$ cat src/rtl/dbgw_pkg.sv
package dbgw_pkg;
  typedef enum logic [1:0] {
    KIND_FETCH = 2'b00,
    KIND_WRITE = 2'b01,
    KIND_READ  = 2'b10
  } acc_kind_e;

  localparam logic [2:0] SEL_CTRL = 3'd4;
  localparam logic [2:0] SEL_STAT = 3'd5;

  localparam int CTL_LEXACT = 8;
  localparam int CTL_GEXACT = 9;
  localparam int CTL_GDET   = 13;
  localparam int CTL_FIELD0 = 16;

  localparam int ST_BD = 13;
  localparam int ST_BS = 14;
  localparam int ST_BT = 15;

  function automatic logic [1:0] size_mask(input logic [1:0] code);
    case (code)
      2'b00:   size_mask = 2'b00;
      2'b01:   size_mask = 2'b01;
      default: size_mask = 2'b11;
    endcase
  endfunction
endpackage

$ cat src/rtl/dbgw_slot.sv
module dbgw_slot
  import dbgw_pkg::*;
#(
  parameter int XLEN = 32
) (
  input  logic [XLEN-1:0] bp_addr,
  input  logic            en,
  input  logic [1:0]      rw,
  input  logic [1:0]      len,
  input  logic            acc_valid,
  input  acc_kind_e       acc_kind,
  input  logic [XLEN-1:0] acc_addr,
  input  logic [1:0]      acc_size,
  input  logic            hide_fetch,
  output logic            hit
);
  logic [XLEN-1:0] mask;
  logic            kind_ok;

  always_comb begin
    hit     = 1'b0;
    mask    = '0;
    kind_ok = 1'b0;
    if (acc_valid && en) begin
      case (rw)
        2'b00: hit = (acc_kind == KIND_FETCH) && !hide_fetch && (acc_addr == bp_addr);
        2'b01, 2'b11: begin
          kind_ok = (acc_kind == KIND_WRITE) || (rw == 2'b11 && acc_kind == KIND_READ);
          mask[1:0] = size_mask(len) | size_mask(acc_size);
          hit = kind_ok && (len != 2'b10) && (((acc_addr ^ bp_addr) & ~mask) == '0);
        end
        default: hit = 1'b0;
      endcase
    end
  end
endmodule

$ cat src/rtl/dbgw_status.sv
module dbgw_status
  import dbgw_pkg::*;
#(
  parameter int XLEN   = 32,
  parameter int NUM_BP = 4
) (
  input  logic              clk,
  input  logic              rst,
  input  logic [NUM_BP-1:0] hits,
  input  logic              step_ev,
  input  logic              trap_ev,
  input  logic              fault_ev,
  input  logic              we,
  input  logic [XLEN-1:0]   wdata,
  output logic [XLEN-1:0]   status_q,
  output logic              dbg_req
);
  localparam logic [XLEN-1:0] STAT_MASK =
    (XLEN'(1) << ST_BD) | (XLEN'(1) << ST_BS) | (XLEN'(1) << ST_BT) |
    ((XLEN'(1) << NUM_BP) - XLEN'(1));

  logic [XLEN-1:0] set_v;
  logic [XLEN-1:0] base_v;

  always_comb begin
    set_v             = '0;
    set_v[NUM_BP-1:0] = hits;
    set_v[ST_BD]      = fault_ev;
    set_v[ST_BS]      = step_ev;
    set_v[ST_BT]      = trap_ev;
    base_v            = we ? (wdata & STAT_MASK) : status_q;
  end

  always_ff @(posedge clk) begin
    if (rst) begin
      status_q <= '0;
      dbg_req  <= 1'b0;
    end else begin
      status_q <= base_v | set_v;
      dbg_req  <= |set_v;
    end
  end
endmodule

$ cat src/rtl/dbg_watch_unit.sv
module dbg_watch_unit
  import dbgw_pkg::*;
#(
  parameter int XLEN   = 32,
  parameter int NUM_BP = 4
) (
  input  logic            clk,
  input  logic            rst,
  input  logic            reg_req,
  input  logic            reg_wr,
  input  logic [2:0]      reg_sel,
  input  logic [XLEN-1:0] reg_wdata,
  output logic [XLEN-1:0] reg_rdata,
  output logic            reg_fault,
  input  logic            acc_valid,
  input  logic [1:0]      acc_kind,
  input  logic [XLEN-1:0] acc_addr,
  input  logic [1:0]      acc_size,
  input  logic            resume_set,
  input  logic            single_step,
  input  logic            task_switch,
  input  logic            task_trap,
  output logic            dbg_req
);
  localparam int IDX_W = $clog2(NUM_BP);

  localparam logic [XLEN-1:0] EN_MASK    = (XLEN'(1) << (2 * NUM_BP)) - XLEN'(1);
  localparam logic [XLEN-1:0] FIELD_MASK = ((XLEN'(1) << (4 * NUM_BP)) - XLEN'(1)) << CTL_FIELD0;
  localparam logic [XLEN-1:0] CTRL_MASK  = EN_MASK | FIELD_MASK | (XLEN'(1) << CTL_LEXACT) |
                                           (XLEN'(1) << CTL_GEXACT) | (XLEN'(1) << CTL_GDET);

  logic [XLEN-1:0] bp_addr_q [NUM_BP];
  logic [XLEN-1:0] ctrl_q, ctrl_n;
  logic [XLEN-1:0] status_q;
  logic            rf_q;
  logic            legal, fault_ev, wr_ok, stat_we, fetch_seen;
  logic [NUM_BP-1:0] hits;
  acc_kind_e       kind;

  assign kind       = acc_kind_e'(acc_kind);
  assign fault_ev   = reg_req && ctrl_q[CTL_GDET];
  assign legal      = reg_req && !ctrl_q[CTL_GDET];
  assign wr_ok      = legal && reg_wr;
  assign stat_we    = wr_ok && (reg_sel == SEL_STAT);
  assign fetch_seen = acc_valid && (kind == KIND_FETCH);

  always_ff @(posedge clk) begin
    if (rst) begin
      for (int i = 0; i < NUM_BP; i++) bp_addr_q[i] <= '0;
    end else begin
      for (int i = 0; i < NUM_BP; i++)
        if (wr_ok && reg_sel == 3'(i)) bp_addr_q[i] <= reg_wdata;
    end
  end

  always_comb begin
    ctrl_n = ctrl_q;
    if (wr_ok && reg_sel == SEL_CTRL) ctrl_n = reg_wdata & CTRL_MASK;
    if (fault_ev) ctrl_n[CTL_GDET] = 1'b0;
    if (task_switch) begin
      for (int i = 0; i < NUM_BP; i++) ctrl_n[2*i] = 1'b0;
      ctrl_n[CTL_LEXACT] = 1'b0;
    end
  end

  always_ff @(posedge clk) begin
    if (rst) begin
      ctrl_q    <= '0;
      rf_q      <= 1'b0;
      reg_rdata <= '0;
      reg_fault <= 1'b0;
    end else begin
      ctrl_q    <= ctrl_n;
      reg_fault <= fault_ev;
      if (resume_set)      rf_q <= 1'b1;
      else if (fetch_seen) rf_q <= 1'b0;
      if (legal && !reg_wr) begin
        if (reg_sel == SEL_CTRL)       reg_rdata <= ctrl_q;
        else if (reg_sel == SEL_STAT)  reg_rdata <= status_q;
        else if (reg_sel < 3'(NUM_BP)) reg_rdata <= bp_addr_q[reg_sel[IDX_W-1:0]];
        else                           reg_rdata <= '0;
      end
    end
  end

  for (genvar g = 0; g < NUM_BP; g++) begin : g_slot
    dbgw_slot #(.XLEN(XLEN)) u_slot (
      .bp_addr   (bp_addr_q[g]),
      .en        (ctrl_q[2*g] | ctrl_q[2*g+1]),
      .rw        (ctrl_q[CTL_FIELD0+4*g +: 2]),
      .len       (ctrl_q[CTL_FIELD0+4*g+2 +: 2]),
      .acc_valid (acc_valid),
      .acc_kind  (kind),
      .acc_addr  (acc_addr),
      .acc_size  (acc_size),
      .hide_fetch(rf_q),
      .hit       (hits[g])
    );
  end

  dbgw_status #(.XLEN(XLEN), .NUM_BP(NUM_BP)) u_status (
    .clk     (clk),
    .rst     (rst),
    .hits    (hits),
    .step_ev (single_step),
    .trap_ev (task_switch && task_trap),
    .fault_ev(fault_ev),
    .we      (stat_we),
    .wdata   (reg_wdata),
    .status_q(status_q),
    .dbg_req (dbg_req)
  );
endmodule

$ cat config.mk
export PLATFORM = sky130hd
export DESIGN_NAME = dbg_watch_unit
export DESIGN_NICKNAME = d
export VERILOG_FILES = /design/src/rtl/dbgw_pkg.sv /design/src/rtl/dbgw_slot.sv /design/src/rtl/dbgw_status.sv /design/src/rtl/dbg_watch_unit.sv
export SDC_FILE = /design/constraint.sdc
export NUM_CORES = 1
export LEC_CHECK = 0
export BUFFER_PORTS_ARGS = -buffer_cell sky130_fd_sc_hd__buf_4
export CELL_PAD_IN_SITES_DETAIL_PLACEMENT = 1
export CELL_PAD_IN_SITES_GLOBAL_PLACEMENT = 2
export CORE_MARGIN = 2
export CORE_UTILIZATION = 42
export CTS_CLUSTER_DIAMETER = 40
export DETAILED_ROUTE_END_ITERATION = 8
export PLACE_DENSITY = 0.85
export SYNTH_ARGS = -nofsm -noshare
export SYNTH_HDL_FRONTEND = slang
export SYNTH_HIERARCHICAL = 1
export SYNTH_SLANG_ARGS = --single-unit
$ cat constraint.sdc
create_clock -name clk -period 3.57 [get_ports clk]
set_input_delay 0.714 -clock clk [delete_from_list [all_inputs] [get_ports clk]]
set_output_delay 0.714 -clock clk [all_outputs]
set_load 0.01 [all_outputs]
==> flow_summary.json <==
{
  "grt_first_pass_wirelength_mm": 52.83,
  "ys.warnings.count": 6,
  "grt_pass1_vias": 8340,
  "cts_buffer_depth": 2,
  "rows": 58,
  "gp_congestion": 0.9275,
  "irDropWorstVdd_uv": 316.9,
  "wirelength_mm": 35.12,
  "critPathMaxStageDelay_ns": 0.69,
  "ys_async_sr_fraction_pct": 0,
  "finalHoldViolations": 0,
  "die_h_um": 164.2,
  "num_vias": 8167,
  "antenna_cells": 0,
  "ys_seq_area_share_pct": 48.47,
  "grt_max_degree": 70,
  "core_area_sq_um": 25180,
  "pwr-share-comb_pct": 13.8,
  "synth_edf_count": 128,
  "tightest_slew_ns": 1.119,
  "antenna_found_initial": 0,
  "ctsResizeCount": 0,
  "cp-end-kind": "flip-flop",
  "antenna_left": 0,
  "crit_top_cell": "buf_4",
  "cts_buffers": 17,
  "layoutNonFillerInstCount": 1454,
  "power.share.clock_pct": 36.6,
  "crit_slowest_cell": "nor3_2",
  "path_class": "input port to flip-flop",
  "postCtsHoldBufs": 0,
  "routedWlPerCell_um": 24.16,
  "clk_pin_slew_worst_paths_ns": 0.08,
  "fp.dieW_um": 164.2,
  "routed_via_density": 5.617,
  "fin_crit_ns": 2.494,
  "clock_latency_ns": 0.44,
  "ios": 114,
  "p_sw_mw": 1.513,
  "die_area_sq_um": 26960,
  "fmax_mhz": 400.9,
  "drive_gt1_share_pct": 18.33,
  "dr.first_iter.drc_count": 697,
  "clkSinkCount": 197,
  "mostFrequentLayoutCell": "buf_4",
  "critPathLaunchType": "input port",
  "p_seq_share_pct": 49.6,
  "grt_usage_pct": 26.80,
  "synthesis.area_sq_um": 10780,
  "maxCapViolCount": 0,
  "synthCells": 1015,
  "cts.htree.levels": 4,
  "fin_crit_sh_pct": 69.87,
  "p_int_mw": 3.816,
  "status": "completed",
  "layout.nets": 1191,
  "fin_skew_ns": 0.01033,
  "drc": 0,
  "postSynthAreaPerCell_sq_um": 10.62,
  "dr.pass1.iters": 5,
  "p_per_area_nw_per_um2": 428.7,
  "ctsRootBufferMaster": "clkbuf_16",
  "dp_cells": 1422,
  "final_cell_mix": "139 x buf_4, 130 x and2_1, 128 x edfxtp_1",
  "cts_tree": "done",
  "start_util_pct": 42.81,
  "leakage_nw": 4.713,
  "relSlewSlack_pct": 25.39,
  "yosysUniqueCellTypes": 40,
  "rsz0062_at_grt": "false",
  "postCtsSetupBuffers": 0,
  "hold_path_class": "flip-flop to flip-flop",
  "syn2layout_area_growth_pct": 15.29,
  "grt_overflow": 0,
  "slew_violations": 0,
  "path_cells": "buf_4 -> and4bb_2 -> nand2b_2 -> nor3_2 -> buf_4 -> and2_1",
  "synth_ff_type": "edfxtp_1",
  "path_max_fanout": 32,
  "dp_hpwl_mm": 25.34,
  "crit_arrival_ns": 2.79,
  "tns_ns": 0,
  "synth-seq-cells": 197,
  "io_buffers": 113,
  "setup_violations": 0,
  "cp.required_ns": 3.87,
  "netSwitchingFraction_pct": 28.39
}
[worst paths after layout]
path                                         startpoint  cells past startpoint  slack [ns]                        endpoint
worst max-delay path                         reg_sel[2]                      6        1.08  bp_addr_q[0][12]$_SDFFCE_PN0P_
worst min-delay path             ctrl_q[9]$_SDFFE_PP0P_                      2        0.47          ctrl_q[9]$_SDFFE_PP0P_
worst max register to register  ctrl_q[13]$_SDFFE_PP0P_                      5        1.26  bp_addr_q[0][12]$_SDFFCE_PN0P_
worst min register to register   ctrl_q[9]$_SDFFE_PP0P_                      2        0.47          ctrl_q[9]$_SDFFE_PP0P_
[sequential cells by signal (all words and copies together) (netlist names)]
| register | count |
|---|---|
| bp_addr_q | 128 |
| reg_rdata | 32 |
| ctrl_q | 27 |
| u_status/status_q | 7 |
| reg_fault | 1 |
| rf_q | 1 |
| u_status/dbg_req | 1 |
[critical path: cells and delay by family]
kind          cells  cell delay, ns
simple gates      4            1.49
buf+inv           2            0.58
[cell usage after synthesis (2+ instances only)]
cell / count / area share [%]
buf_2: 10 / 0.46
inv_1: 14 / 0.49
xnor2_1: 4 / 0.32
buf_6: 6 / 0.63
dfxtp_1: 69 / 13
and2_1: 130 / 7.5
nand3b_1: 37 / 2.6
edfxtp_1: 128 / 36
a31o_2: 4 / 0.32
or2_2: 5 / 0.29
nor3_2: 4 / 0.37
nand2_1: 47 / 1.6
nand4_1: 8 / 0.46
nor4_1: 18 / 1.0
o21ai_0: 42 / 1.9
a21oi_1: 40 / 1.9
a211oi_2: 4 / 0.46
mux2i_1: 76 / 7.1
nor2_1: 69 / 2.4
nand4b_1: 4 / 0.32
xor2_1: 124 / 10
or3_1: 4 / 0.23
nor2b_1: 2 / 0.12
a221oi_1: 26 / 2.1
clkbuf_1: 27 / 0.94
a211oi_1: 26 / 1.8
buf_4: 31 / 2.2
o2111ai_1: 4 / 0.32
nor4_2: 12 / 1.4
clkbuf_2: 12 / 0.56
nor3_1: 19 / 0.88
[per-layer routing]
metal	vias up	wire length [um]	GRT usage [%]
met5	-	0	0
met4	0	898	9.051
met3	44	1489	3.232
met2	230	16020	41.76
met1	4152	16710	38.62
li1	3741	-	-
[stage by stage]
stage          instance area, sq um  setup slack (ns)  utilization, %  total power, mW  hold WS [ns]
6_report                      12430             1.076           49.35            5.328        0.4731
3_3_place_gp                  11860            0.6371           47.08            3.400        0.4506
3_5_place_dp                  11860            0.5802           47.08            3.419        0.4576
4_1_cts                       12430             1.014           49.35            5.331        0.4690
5_1_grt                       12430            0.9283           49.35            5.482        0.5009
2_1_floorplan                 10870             1.431               -            3.074        0.4364
[power by group through the flow]
stage	Combinational [mW]	Clock, mW	Sequential [mW]
global placement	0.713	0	2.69
finish	0.735	1.95	2.64
floorplan	0.403	0	2.67
detailed placement	0.724	0	2.69
CTS	0.730	1.96	2.64
global route	0.792	2.03	2.66
[logic make-up after synthesis]
family	share of synthesized area, %
AO/OA/AOI/OAI	8.925
flip-flops	48.47
AND/OR/NAND/NOR	19.85
buffers and inverters	5.269
other	0.03479
multiplexers	7.057
XOR/XNOR	10.40
[cell type report]
cell class	instances	area [sq um]
multi-input cells	741	5101
flip-flops and latches	197	5225
clock inverters	13	108.9
fillers	2765	12750
repair buffers	140	1064
well taps	330	412.9
clock buffers	19	464.2
inverters	14	52.55
(Power assumes the default switching activity.)
